$ cat src/rtl/qenc_pkg.sv
package qenc_pkg;

  localparam int EV_N    = 4;
  localparam int EV_MARK = 0;
  localparam int EV_TMR  = 1;
  localparam int EV_REV  = 2;
  localparam int EV_ERR  = 3;

  // Direction of a single-phase change: 1 = up.
  function automatic logic step_is_up(input logic a_moved, input logic a_now,
                                      input logic b_now);
    if (a_moved) return (a_now != b_now);
    return (a_now == b_now);
  endfunction

  // Next position after one counted step, wrapping inside [0:lim].
  function automatic logic [63:0] wrap_step(input logic [63:0] cur,
                                            input logic up,
                                            input logic [63:0] lim);
    if (up) return (cur >= lim) ? 64'd0 : cur + 64'd1;
    return (cur == 64'd0) ? lim : cur - 64'd1;
  endfunction

endpackage

$ cat src/rtl/qenc_sync.sv
module qenc_sync #(
  parameter int LANES = 3
) (
  input  logic             clk,
  input  logic             rst_n,
  input  logic [LANES-1:0] pin_i,
  output logic [LANES-1:0] sync_o
);

  for (genvar g = 0; g < LANES; g++) begin : g_lane
    logic st1, st2;
    always_ff @(posedge clk or negedge rst_n) begin
      if (!rst_n) begin
        st1 <= 1'b0;
        st2 <= 1'b0;
      end else begin
        st1 <= pin_i[g];
        st2 <= st1;
      end
    end
    assign sync_o[g] = st2;
  end

endmodule

$ cat src/rtl/qenc_decode.sv
module qenc_decode
  import qenc_pkg::*;
(
  input  logic clk,
  input  logic rst_n,
  input  logic a_s,
  input  logic b_s,
  input  logic mark_s,
  input  logic cfg_both,
  input  logic cfg_swap,
  input  logic cfg_rezero,
  output logic step_up,
  output logic step_dn,
  output logic fault_evt,
  output logic mark_hit,
  output logic rev_evt,
  output logic dir_q
);

  logic a_d, b_d, a_p, b_p, mark_p, seen_q;
  logic a_moved, b_moved, one_moved, counted, up;

  assign a_d = cfg_swap ? b_s : a_s;
  assign b_d = cfg_swap ? a_s : b_s;

  assign a_moved   = a_d ^ a_p;
  assign b_moved   = b_d ^ b_p;
  assign one_moved = a_moved ^ b_moved;
  assign fault_evt = a_moved & b_moved;
  assign up        = step_is_up(a_moved, a_d, b_d);
  assign counted   = one_moved & (cfg_both | a_moved);
  assign step_up   = counted & up;
  assign step_dn   = counted & ~up;
  assign rev_evt   = counted & seen_q & (up != dir_q);
  assign mark_hit  = cfg_rezero & mark_s & ~mark_p;

  always_ff @(posedge clk or negedge rst_n) begin
    if (!rst_n) begin
      a_p    <= 1'b0;
      b_p    <= 1'b0;
      mark_p <= 1'b0;
      seen_q <= 1'b0;
      dir_q  <= 1'b1;
    end else begin
      a_p    <= a_d;
      b_p    <= b_d;
      mark_p <= mark_s;
      if (counted) begin
        seen_q <= 1'b1;
        dir_q  <= up;
      end
    end
  end

  AST_DIR_FOLLOWS: assert property (@(posedge clk) disable iff (!rst_n)
    step_dn |=> !dir_q) else $error("down step left direction up");

endmodule

$ cat src/rtl/qenc_position.sv
module qenc_position
  import qenc_pkg::*;
#(
  parameter int POS_W = 16
) (
  input  logic             clk,
  input  logic             rst_n,
  input  logic             step_up,
  input  logic             step_dn,
  input  logic             mark_hit,
  input  logic             pos_wr,
  input  logic [POS_W-1:0] pos_wdata,
  input  logic [POS_W-1:0] cfg_max,
  output logic [POS_W-1:0] pos_q
);

  logic [63:0] nxt_wide;
  logic [POS_W-1:0] pos_nxt;

  assign nxt_wide = wrap_step(64'(pos_q), step_up, 64'(cfg_max));

  always_comb begin
    pos_nxt = pos_q;
    if (pos_wr)                pos_nxt = pos_wdata;
    else if (mark_hit)         pos_nxt = '0;
    else if (step_up | step_dn) pos_nxt = nxt_wide[POS_W-1:0];
  end

  always_ff @(posedge clk or negedge rst_n) begin
    if (!rst_n) pos_q <= '0;
    else        pos_q <= pos_nxt;
  end

  AST_STEP_UP: assert property (@(posedge clk) disable iff (!rst_n)
    (step_up && !pos_wr && !mark_hit && pos_q < cfg_max)
      |=> pos_q == $past(pos_q) + 1'b1) else $error("up step miscounted");
  AST_WRAP_TOP: assert property (@(posedge clk) disable iff (!rst_n)
    (step_up && !pos_wr && !mark_hit && pos_q == cfg_max)
      |=> pos_q == '0) else $error("no wrap at max");
  AST_WRITE_WINS: assert property (@(posedge clk) disable iff (!rst_n)
    pos_wr |=> pos_q == $past(pos_wdata)) else $error("write lost");

endmodule

$ cat src/rtl/qenc_speed.sv
module qenc_speed #(
  parameter int TMR_W = 16
) (
  input  logic             clk,
  input  logic             rst_n,
  input  logic             spd_en,
  input  logic [TMR_W-1:0] spd_load,
  input  logic             edge_i,
  output logic             period_end,
  output logic [TMR_W-1:0] spd_q
);

  logic [TMR_W-1:0] tmr_q, acc_q;

  assign period_end = spd_en & (tmr_q == '0);

  always_ff @(posedge clk or negedge rst_n) begin
    if (!rst_n) begin
      tmr_q <= '0;
      acc_q <= '0;
      spd_q <= '0;
    end else if (!spd_en) begin
      tmr_q <= spd_load;
      acc_q <= '0;
    end else if (period_end) begin
      tmr_q <= spd_load;
      acc_q <= '0;
      spd_q <= acc_q + TMR_W'(edge_i);
    end else begin
      tmr_q <= tmr_q - 1'b1;
      acc_q <= acc_q + TMR_W'(edge_i);
    end
  end

  AST_TMR_RELOAD: assert property (@(posedge clk) disable iff (!rst_n)
    period_end |=> tmr_q == $past(spd_load)) else $error("no reload");

endmodule

$ cat src/rtl/qenc_events.sv
module qenc_events
  import qenc_pkg::*;
(
  input  logic            clk,
  input  logic            rst_n,
  input  logic [EV_N-1:0] ev_hit,
  input  logic [EV_N-1:0] ev_en,
  input  logic [EV_N-1:0] ev_clr,
  output logic [EV_N-1:0] raw_q,
  output logic [EV_N-1:0] masked,
  output logic            irq
);

  for (genvar g = 0; g < EV_N; g++) begin : g_bit
    always_ff @(posedge clk or negedge rst_n) begin
      if (!rst_n)         raw_q[g] <= 1'b0;
      else if (ev_hit[g]) raw_q[g] <= 1'b1;
      else if (ev_clr[g]) raw_q[g] <= 1'b0;
    end

    AST_RAW_STICKY: assert property (@(posedge clk) disable iff (!rst_n)
      (raw_q[g] && !ev_clr[g]) |=> raw_q[g]) else $error("status dropped");
    AST_HIT_SETS: assert property (@(posedge clk) disable iff (!rst_n)
      ev_hit[g] |=> raw_q[g]) else $error("event lost");
  end

  assign masked = raw_q & ev_en;
  assign irq    = |masked;

endmodule

$ cat src/rtl/qenc_unit.sv
module qenc_unit
  import qenc_pkg::*;
#(
  parameter int POS_W = 16,
  parameter int TMR_W = 16
) (
  input  logic             clk,
  input  logic             rst_n,
  input  logic             pha_in,
  input  logic             phb_in,
  input  logic             mark_in,
  input  logic             cfg_both,
  input  logic             cfg_swap,
  input  logic             cfg_rezero,
  input  logic [POS_W-1:0] cfg_max,
  input  logic             pos_wr,
  input  logic [POS_W-1:0] pos_wdata,
  input  logic             spd_en,
  input  logic [TMR_W-1:0] spd_load,
  input  logic [3:0]       ev_en,
  input  logic [3:0]       ev_clr,
  output logic [POS_W-1:0] pos_out,
  output logic             dir_out,
  output logic [TMR_W-1:0] spd_out,
  output logic [3:0]       ev_raw,
  output logic [3:0]       ev_masked,
  output logic             irq
);

  localparam int LANES = 3;

  logic [LANES-1:0] pins_s;
  logic step_up, step_dn, fault_evt, mark_hit, rev_evt, period_end;
  logic [EV_N-1:0] ev_hit;

  qenc_sync #(.LANES(LANES)) u_sync (
    .clk(clk), .rst_n(rst_n),
    .pin_i({mark_in, phb_in, pha_in}), .sync_o(pins_s)
  );

  qenc_decode u_decode (
    .clk(clk), .rst_n(rst_n),
    .a_s(pins_s[0]), .b_s(pins_s[1]), .mark_s(pins_s[2]),
    .cfg_both(cfg_both), .cfg_swap(cfg_swap), .cfg_rezero(cfg_rezero),
    .step_up(step_up), .step_dn(step_dn), .fault_evt(fault_evt),
    .mark_hit(mark_hit), .rev_evt(rev_evt), .dir_q(dir_out)
  );

  qenc_position #(.POS_W(POS_W)) u_pos (
    .clk(clk), .rst_n(rst_n),
    .step_up(step_up), .step_dn(step_dn), .mark_hit(mark_hit),
    .pos_wr(pos_wr), .pos_wdata(pos_wdata), .cfg_max(cfg_max),
    .pos_q(pos_out)
  );

  qenc_speed #(.TMR_W(TMR_W)) u_speed (
    .clk(clk), .rst_n(rst_n),
    .spd_en(spd_en), .spd_load(spd_load), .edge_i(step_up | step_dn),
    .period_end(period_end), .spd_q(spd_out)
  );

  always_comb begin
    ev_hit          = '0;
    ev_hit[EV_MARK] = mark_hit;
    ev_hit[EV_TMR]  = period_end;
    ev_hit[EV_REV]  = rev_evt;
    ev_hit[EV_ERR]  = fault_evt;
  end

  qenc_events u_events (
    .clk(clk), .rst_n(rst_n),
    .ev_hit(ev_hit), .ev_en(ev_en), .ev_clr(ev_clr),
    .raw_q(ev_raw), .masked(ev_masked), .irq(irq)
  );

  AST_FAULT_HOLDS: assert property (@(posedge clk) disable iff (!rst_n)
    (fault_evt && !pos_wr && !mark_hit) |=> $stable(pos_out)) else $error("fault moved position");
  AST_MARK_ZERO: assert property (@(posedge clk) disable iff (!rst_n)
    (mark_hit && !pos_wr) |=> pos_out == '0) else $error("marker did not rezero");
  AST_MARK_NEEDS_MODE: assert property (@(posedge clk) disable iff (!rst_n)
    $rose(ev_raw[EV_MARK]) |-> $past(cfg_rezero)) else $error("marker status without mode");
  AST_IRQ_MASKED: assert property (@(posedge clk) disable iff (!rst_n)
    irq |-> (ev_raw & ev_en) != '0) else $error("irq without enabled status");

endmodule

$ cat config.mk
export PLATFORM = sky130hd
export DESIGN_NAME = qenc_unit
export DESIGN_NICKNAME = d
export VERILOG_FILES = /design/src/rtl/qenc_pkg.sv /design/src/rtl/qenc_sync.sv /design/src/rtl/qenc_decode.sv /design/src/rtl/qenc_position.sv /design/src/rtl/qenc_speed.sv /design/src/rtl/qenc_events.sv /design/src/rtl/qenc_unit.sv
export SDC_FILE = /design/constraint.sdc
export NUM_CORES = 1
export LEC_CHECK = 0
export BUFFER_PORTS_ARGS = -buffer_cell sky130_fd_sc_hd__buf_2
export CORE_MARGIN = 2
export CORE_UTILIZATION = 59
export DETAILED_ROUTE_END_ITERATION = 12
export PLACE_DENSITY = 0.95
export SETUP_SLACK_MARGIN = 0.05
export SLEW_MARGIN = 20
export SYNTH_ARGS = -nofsm -noshare
export SYNTH_HDL_FRONTEND = slang
export SYNTH_SLANG_ARGS = --single-unit
export TNS_END_PERCENT = 20
$ cat constraint.sdc
create_clock -name clk -period 5.9 [get_ports clk]
set_clock_uncertainty 0.05 [all_clocks]
set_input_delay 0.59 -clock clk [delete_from_list [all_inputs] [get_ports clk]]
set_output_delay 0.59 -clock clk [all_outputs]
set_load 0.1 [all_outputs]
==> results of run 1 <==
## power groups by stage
stage                     Clock (W)  Combinational, W  Sequential [W]
after floorplan                   0          0.000340        0.000880
after global placement            0          0.000648        0.000699
after detailed placement          0          0.000667        0.000702
after CTS                  0.000444          0.000669        0.000692
after global routing       0.000471          0.000723        0.000706
final                      0.000439          0.000672        0.000697
## cell families (layout without fill, tap and decap cells)
group	count (synthesis)	in the layout
flops	79	79
buf+inv	58	156
fa+ha+maj	23	23
xor+xnor	52	52
simple gates	206	206
compound gates	104	104
mux	9	9
## area by class of cell
cell class	instances	area, um2	share of cell area (%)
flip-flops and latches	79	1980	35.6
multi-input cells	394	2570	46.3
clock buffers	10	138	2.48
clock inverters	6	75.1	1.35
repair buffers	108	549	9.88
inverters	32	120	2.16
well taps	102	128	2.30
## critical path, stage by stage, from the launching register on
cell,delay (ps)
sky130_fd_sc_hd__dfrtp_1,440
sky130_fd_sc_hd__mux2i_1,360
sky130_fd_sc_hd__xnor2_1,170
sky130_fd_sc_hd__ha_1,400
sky130_fd_sc_hd__o21ai_0,160
sky130_fd_sc_hd__a211oi_1,470
sky130_fd_sc_hd__nand4_1,540
sky130_fd_sc_hd__or4_1,640
sky130_fd_sc_hd__o211ai_1,90
## how the worst max path moves through the flow
stage                                    start              to
final                     u_sync.g_lane[1].st2  u_pos.pos_q[9]
after global routing      u_sync.g_lane[1].st2  u_pos.pos_q[9]
after CTS                 u_sync.g_lane[1].st2  u_pos.pos_q[9]
after detailed placement              cfg_swap  u_pos.pos_q[9]
after global placement                cfg_swap  u_pos.pos_q[9]
after floorplan              u_events.raw_q[2]             irq
## cell usage after synthesis, drive strengths merged (5+ instances only)
master	n	area, um2
dfrtp	78	1950
nand2	68	255
o21ai	43	219
nor2	37	139
inv	32	120
xnor2	31	272
ha	23	288
nand3	22	110
xor2	21	184
clkbuf	19	72.6
nor3	18	90.1
a21oi	11	55.1
o211ai	10	75.1
nand4	8	50.1
nor4	8	80.1
a22oi	7	52.6
buf	7	47.6
mux2i	7	70.1
or4	7	52.6
a31oi	6	37.5
and3	6	37.5
or3	5	36.3
## layer usage
layer,track usage (%),vias to the layer above,routed length (um)
met4,14.1,0,298
li1,-,2062,-
met1,36.8,2093,4840
met5,0,-,0
met2,47.7,242,6040
met3,7.06,33,1090
## per-stage QoR
stage | util (%) | power [W] | hold WS, ps | cell area (um2) | setup slack, ps
after detailed placement | 68.4 | 0.00137 | 286 | 5340 | 2310
after global routing | 71.2 | 0.00190 | 259 | 5560 | 2420
after global placement | 68.3 | 0.00135 | 284 | 5340 | 2550
after CTS | 71.2 | 0.00181 | 274 | 5560 | 2600
after floorplan | - | 0.00122 | 244 | 4780 | 2630
final | 71.2 | 0.00181 | 205 | 5560 | 2500
## registers in the layout, indices dropped and copies added, names as in the netlist, 3 cells and up
signal	flops
u_speed.spd_q	16
u_events.raw_q	4
u_sync.g_lane.st2	3
u_speed.tmr_q	16
u_speed.acc_q	16
u_pos.pos_q	16
u_sync.g_lane.st1	3
==> reports/qor.csv, run 1 <==
metric;value;unit
run_status;completed;
synth.net_count;620;
power.sequential.fraction;38.5;%
clkTransAtPathRegs;90;ps
io_buffer_count;107;
final_common_cell;sky130_fd_sc_hd__buf_2;
total_global_route_track_usage;29.3;%
drt_iter0_drc;370;
synth_edf_count;0;
setup-tns-final;0;ps
ys.flop_type;sky130_fd_sc_hd__dfrtp_1;
cts_inserted_buffers;9;
worst-path-max-fanout;12;
total_leakage_power;2.66;nW
drt_pre_antenna_iters;6;
clk_latency;360;ps
hold_viol;0;
timing.max_slew.rel_slack;51.9;%
p_sw;0.000817;W
power.clock.fraction;24.3;%
fill_cells;582;
cts_max_level;3;
yosys_register_bits;79;
cp.arrival;3630;ps
comb_power_share;37.2;%
rsz0062_at_grt;no;
muxShareOfSynthArea;1.94;%
vias_per_cell;6.06;
synthDistinctLibCells;59;
final.period_utilization;57.7;%
vdd_ir_drop_max;283;uV
ant_nets;0;
area_delta_synth_final;16.3;%
sw_frac_of_total;45.2;%
routed_wirelength;12.3;mm
timing.rr.start;u_sync.g_lane[1].st2;
cts.repair_timing.setup_buffer_count;0;
timing.critical_path.to_type;flop;
synthXorXnorAreaFrac;9.52;%
post_synth.cell_area_avg;9.01;um2
cts_tree;yes;
synth_cells;531;
grt_overflow;0;
cts_repair_resize_count;0;
worstPathRequired;6130;ps
maximum_number_of_pins_on_one_net_before_global_route_repair;80;
postCtsHoldBufs;0;
synth_area;4780;um2
detail_route.drc_violations;0;
setup.worst_path.class;reg2reg;
hpwlAfterDp;8.83;mm
first_global_vias;4197;
antennaDiodeCount;0;
grt_antenna_before_repair;0;
timing.final.setup_violations;0;
route.vias.total;4430;
timing.final.max_slew_violations;0;
floorplan.die_area;8840;um2
clock_sink_count;79;
first_pass_grt_wire_length;20.0;mm
finalNonFillerCells;731;
placed_cell_count;715;
number_of_maximum_capacitance_constraint_violations;0;
layout_common_cells;sky130_fd_sc_hd__buf_2, sky130_fd_sc_hd__dfrtp_1, sky130_fd_sc_hd__nand2_1;
async_flop_share;100;%
io-pin-count;108;
timing_worst_slew_pin_value;719;ps
synthAdderAreaFrac;6.02;%
synth-compound-area-share;14.0;%
cts_max_path_buffers;2;
final_layout_size_suffix_gt1_share;21.9;%
dieWidth;94.0;um
core_region_area;7810;um2
synth.yosys.seq_area_share;41.4;%
largest_family_of_logic_cells_by_synthesized_area;simple AND/OR/NAND/NOR gates;
worst-r2r-setup-slack;2500;ps
die_height;94.0;um
worst_setup_path_start_kind;flop;
final.min_clock_period;3400;ps
cell_internal_pwr;0.000991;W
placementRows;32;
reg2reg_to;u_pos.pos_q[9];
clock.fmax;294;MHz
count_of_nets_after_finishing;713;
post_drt_wl_per_cell;16.8;um
initial_utilization;61.2;%
post_synth_and_or_nand_nor_area_fraction;22.1;%
globalplace.congestion;0.927;
worst_r2r_path_depth;8;
synthesis.yosys.warnings;0;
power_density;325;nW/um2
min_path_type;in2async;
clk_root_buffer_cell;sky130_fd_sc_hd__clkbuf_8;
Note: power is estimated with default switching activity, not from simulation.
==> run 2: changes to the inputs <==
Settings changed: CORE_UTILIZATION 59 to 55, PLACE_DENSITY 0.95 to 0.9.
Clock period 5.9 ns to 3.3 ns, I/O delays scaled along.
==> reports/qor.csv, run 2 (synthesized netlist as in run 1, its figures left out) <==
metric;value;unit;change
run_status;completed;;
power_density;589;nW/um2;+81%
worstPathRequired;3480;ps;-2650 ps
detail_route.drc_violations;0;;unchanged
drt_pre_antenna_iters;5;;-1
post-place-ws;80.5;ps;-2230 ps
io_buffer_count;107;;unchanged
sequential_cell_area;1980;um2;unchanged
cp_cell_sequence;mux2i_4 -> xnor2_1 -> ha_1 -> o21ai_2 -> inv_2 -> ha_1 -> ha_1 -> and4_1 -> nand3_1 -> nor2_1 -> nand2_1 -> xor2_1 -> o21ai_0;;
total_global_route_track_usage;26.5;%;-2.9 points
number_of_maximum_capacitance_constraint_violations;0;;unchanged
min_path_type;in2reg;;
cts_max_path_buffers;2;;unchanged
grt_antenna_before_repair;1;;+1
layout_common_cells;sky130_fd_sc_hd__buf_2, sky130_fd_sc_hd__dfrtp_1, sky130_fd_sc_hd__nand2_1;;
placementRows;34;;+6.3%
final_core_util;67.3;%;-3.9 points
clk_latency;360;ps;about the same
area_delta_synth_final;20.9;%;
antennaDiodeCount;0;;unchanged
fill_cells;695;;+19%
globalplace.congestion;0.917;;-1.0%
postLayoutSetupSlackWorst;340;ps;-2160 ps
dieWidth;97.2;um;+3.4%
critical_path.most_common_cell;sky130_fd_sc_hd__ha_1;;
final_area;5780;um2;+4.0%
hold_viol;0;;unchanged
floorplan.die_area;9460;um2;+7.0%
count_of_nets_after_finishing;730;;+2.4%
clk_root_buffer_cell;sky130_fd_sc_hd__clkbuf_8;;
cts_max_level;3;;unchanged
clock.fmax;338;MHz;+15%
cts_inserted_buffers;9;;unchanged
cts_tree;yes;;
setup-tns-final;0;ps;unchanged
io-pin-count;108;;unchanged
timing.final.setup_violations;0;;unchanged
post_drt_wl_per_cell;16.4;um;-2.2%
final.period_utilization;89.7;%;+32 points
route.vias.total;4380;;-1.1%
cp.arrival;3140;ps;-490 ps
routed_wirelength;12.4;mm;+0.92%
timing.max_slew.rel_slack;60.7;%;+8.8 points
first_global_vias;4323;;+3.0%
timing.final.max_slew_violations;0;;unchanged
die_height;97.2;um;+3.4%
core_region_area;8590;um2;+10%
total_leakage_power;2.76;nW;+3.9%
worst_setup_path_start_kind;flop;;
critical_path.max_stage_delay;480;ps;-160 ps
clkTransAtPathRegs;90;ps;about the same
setup.worst_path.class;reg2reg;;
vdd_ir_drop_max;540;uV;+90%
maximum_number_of_pins_on_one_net_before_global_route_repair;80;;unchanged
timing_worst_slew_pin_value;589;ps;-131 ps
dpl-instance-area;5470;um2;+2.3%
multi_input_area;2590;um2;+0.88%
initial_utilization;55.6;%;-5.6 points
worst-path-max-fanout;7;;-5
drt_iter0_drc;407;;+10%
cts.repair_timing.setup_buffer_count;0;;unchanged
vias_per_cell;5.81;;-4.1%
final_common_cell;sky130_fd_sc_hd__buf_2;;
critPathSlowestCell;sky130_fd_sc_hd__dfrtp_1;;
first_pass_grt_wire_length;20.4;mm;+1.8%
grt_overflow;0;;unchanged
clock_sink_count;79;;unchanged
hpwlAfterDp;9.12;mm;+3.4%
rsz0062_at_grt;no;;
ant_nets;0;;unchanged
final.min_clock_period;2960;ps;-444 ps
final_layout_size_suffix_gt1_share;24.0;%;+2.1 points
timing.critical_path.to_type;flop;;
## run 2: cell count changes in the layout (fill, tap and decap cells not counted), moves of 2 or more
cell	previous run	this run
sky130_fd_sc_hd__mux2i_1	7	5
sky130_fd_sc_hd__inv_6	2	0
sky130_fd_sc_hd__bufinv_16	1	3
sky130_fd_sc_hd__buf_4	1	16
sky130_fd_sc_hd__mux2i_4	0	2
## run 2: what timing repair did
action                     4_1_cts  5_1_grt
setup endpoints to repair        0        9
resized for setup                0        6
hold endpoints to repair         0       21
hold buffers                     0        1
## run 2: routing by layer
metal / up-vias / wire length (um) / global-route usage [%]
met1: 2065 / 5220 / 34.7
met5: - / 13 / 0
li1: 2096 / - / -
met4: 2 / 225 / 8.87
met2: 191 / 5880 / 43.0
met3: 26 / 1050 / 6.98
## run 2: where the power goes
| part | switching [W] | leakage [nW] | internal, W | total, W |
|---|---|---|---|---|
| combinational | 0.000937 | 1.63 | 0.000376 | 0.00131 |
| sequential | 0.000142 | 1.01 | 0.00106 | 0.00120 |
| clock | 0.000379 | 0.119 | 0.000510 | 0.000888 |
| total | 0.00146 | 2.76 | 0.00195 | 0.00340 |
## run 2: layout make-up
class                      instances  area share [%]
clock buffer                      10            2.21
clock inverter                     6            2.03
inverter                          32            2.08
multi-input combinational        394            44.9
sequential                        79            34.2
tap                              108            2.34
timing repair buffer             125            12.2
## run 2: worst paths after layout
path / from / to / slack (ps) / cells after the start
setup reg to reg: u_sync.g_lane[0].st2 / u_speed.spd_q[12] / 340 / 13
hold / removal: phb_in / u_sync.g_lane[1].st1 / 30 / 1
min in group asynchronous: rst_n / u_pos.pos_q[1] / 360 / 2
setup / recovery: u_sync.g_lane[0].st2 / u_speed.spd_q[12] / 340 / 13
hold reg to reg: u_sync.g_lane[2].st1 / u_sync.g_lane[2].st2 / 300 / 0
max in group asynchronous: rst_n / u_decode.dir_q / 2210 / 3
## run 2: worst max-delay path, delay by kind of cell, from the launching register on
kind                       cells  cell delay (ps)
and+or+nand+nor                4              600
muxes                          1              240
xor gates and xnor gates       2              330
buffers and inverters          1              130
AOI/OAI and AO/OA              2              230
DFF                            1              480
adders and majority gates      3              780
## run 2: through the flow
stage	hold WS, ps	std cells	power [W]
global route	25.4	754	0.00356
floorplan	-15.6	531	0.00218
CTS	23.0	752	0.00340
global placement	283	736	0.00246
finish	32.7	754	0.00340
detailed placement	286	736	0.00251
==> run 3: changes to the inputs <==
Settings changed: CORE_ASPECT_RATIO from default to 1.4, CORE_UTILIZATION 55 to 45, PLACE_DENSITY 0.9 to 0.77.
==> reports/qor.csv, run 3 (synthesized netlist as in run 1, its figures left out) <==
metric;value;unit;change
run_status;finished, violations left;;
failing_checks;hold timing;;
clock.fmax;336;MHz;-0.41%
worst_setup_path_start_kind;flop;;
floorplan.die_area;11500;um2;+21%
io_buffer_count;107;;unchanged
initial_utilization;46.2;%;-9.4 points
cts_inserted_buffers;9;;unchanged
vdd_ir_drop_max;458;uV;-15%
final_layout_size_suffix_gt1_share;23.9;%;-0.12 points
clock_sink_count;79;;unchanged
postCtsHoldBufs;0;;unchanged
layout_common_cells;sky130_fd_sc_hd__buf_2, sky130_fd_sc_hd__dfrtp_1, sky130_fd_sc_hd__nand2_1;;
antennaDiodeCount;0;;unchanged
critical_path.most_common_cell;sky130_fd_sc_hd__ha_1;;
placed_cell_count;770;;+4.6%
final_area;5800;um2;+0.35%
timing.final.max_slew_violations;0;;unchanged
cts.repair_timing.setup_buffer_count;0;;unchanged
route.vias.total;4384;;+0.091%
hold_viol;23;;+23
timing.critical_path.to_type;flop;;
postLayoutSetupSlackWorst;328;ps;-12.1 ps
critPathSlowestCell;sky130_fd_sc_hd__dfrtp_1;;
sequential_cell_area;1980;um2;unchanged
final_common_cell;sky130_fd_sc_hd__buf_2;;
timing.max_slew.rel_slack;51.9;%;-8.7 points
clk_root_buffer_cell;sky130_fd_sc_hd__clkbuf_16;;
total_global_route_track_usage;21.7;%;-4.7 points
vias_per_cell;5.60;;-3.6%
dieWidth;91.1;um;-6.3%
total_leakage_power;2.76;nW;about the same
placementRows;44;;+29%
io-pin-count;108;;unchanged
drt_pre_antenna_iters;5;;unchanged
core_region_area;10300;um2;+20%
timing.rr.start;u_sync.g_lane[1].st2;;
area_delta_synth_final;21.3;%;
cts_tree;yes;;
reg2reg_to;u_speed.spd_q[14];;
final_core_util;56.1;%;-11 points
worstPathRequired;3450;ps;-30 ps
power_density;583;nW/um2;-0.98%
count_of_nets_after_finishing;732;;+0.27%
first_global_vias;4296;;-0.62%
grt_overflow;0;;unchanged
worst-r2r-setup-slack;330;ps;about the same
hold_slack;-45.4;ps;-78.1 ps
final.min_clock_period;2970;ps;+12.1 ps
setup.worst_path.class;reg2reg;;
fill_cells;961;;+38%
worst_r2r_path_depth;13;;unchanged
worst-path-max-fanout;7;;unchanged
cp_cell_sequence;mux2i_2 -> xnor2_1 -> ha_1 -> o21ai_2 -> inv_1 -> ha_1 -> ha_1 -> and4_1 -> nand3_1 -> nor2_1 -> nand2_1 -> xor2_1 -> o21ai_0;;
critical_path.max_stage_delay;450;ps;-30 ps
detail_route.drc_violations;0;;unchanged
timing.final.setup_violations;0;;unchanged
ant_nets;0;;unchanged
rsz0062_at_grt;no;;
setup-tns-final;0;ps;unchanged
final.period_utilization;90.1;%;+0.37 points
dpl-instance-area;5520;um2;+1.0%
timing_worst_slew_pin_value;721;ps;+132 ps
finalNonFillerCells;783;;+3.8%
routed_wirelength;12.1;mm;-2.3%
drt_iter0_drc;243;;-40%
cp.arrival;3120;ps;-20 ps
min_path_type;in2async;;
first_pass_grt_wire_length;20.0;mm;-2.0%
clk_latency;330;ps;-30 ps
post-place-ws;176;ps;+95.1 ps
post_drt_wl_per_cell;15.4;um;-5.9%
cts_max_path_buffers;2;;unchanged
cts_max_level;3;;unchanged
maximum_number_of_pins_on_one_net_before_global_route_repair;80;;unchanged
globalplace.congestion;0.942;;+2.7%
clkTransAtPathRegs;60;ps;-30 ps
hpwlAfterDp;9.07;mm;-0.60%
die_height;126;um;+30%
grt_antenna_before_repair;0;;-1
multi_input_area;2590;um2;-0.34%
number_of_maximum_capacitance_constraint_violations;0;;unchanged
==> run 3: layout make-up <==
cell class	count	area share, %
Multi-Input combinational cell	394	44.6
Sequential cell	79	34.1
Timing Repair Buffer	127	11.9
Clock buffer	10	3.95
Tap cell	138	2.98
Inverter	32	2.07
Clock inverter	3	0.410
==> run 3: where the power goes <==
part	internal (W)	leakage, nW	switching [W]
combinational	0.000380	1.63	0.000963
sequential	0.00106	1.01	0.000101
clock	0.000498	0.117	0.000377
total	0.00194	2.76	0.00144
==> run 3: per-layer routing <==
layer,routed length (um),up-vias,part of all wire [%],track usage [%]
li1,-,2096,-,-
met1,4910,2036,41,26.1
met2,5810,213,48,36.3
met3,927,39,7.7,4.78
met4,450,0,3.7,11.4
met5,0,-,0,0
==> run 3: how the worst max path moves through the flow <==
stage | startpoint | to | slack (ps) | cells after the start
after CTS | u_sync.g_lane[1].st2 | u_speed.spd_q[14] | 250 | 13
after floorplan | u_events.raw_q[2] | irq | 290 | 2
after global routing | u_sync.g_lane[1].st2 | u_speed.spd_q[12] | 80 | 13
final | u_sync.g_lane[1].st2 | u_speed.spd_q[14] | 330 | 13
after global placement | cfg_swap | u_speed.spd_q[15] | 290 | 12
after detailed placement | cfg_swap | u_speed.spd_q[14] | 180 | 14
==> run 3: repair_timing <==
item	in CTS	in global routing
endpoints found under the setup margin	0	8
gates resized for setup	0	4
hold endpoints to repair	0	0
==> run 3: critical path, delay by kind of cell, from the launching register on <==
family                     cells  cell delay [ps]
adders and majority gates      3              790
xor gates and xnor gates       2              290
AOI/OAI and AO/OA              2              240
and+or+nand+nor                4              590
muxes                          1              270
DFF                            1              450
buffers and inverters          1              170
==> run 3: metrics by stage <==
stage,hold slack [ps],power (W)
final,-45.4,0.00338
after detailed placement,286,0.00251
after floorplan,-15.6,0.00218
after CTS,44.7,0.00339
after global routing,22.8,0.00355
after global placement,288,0.00248
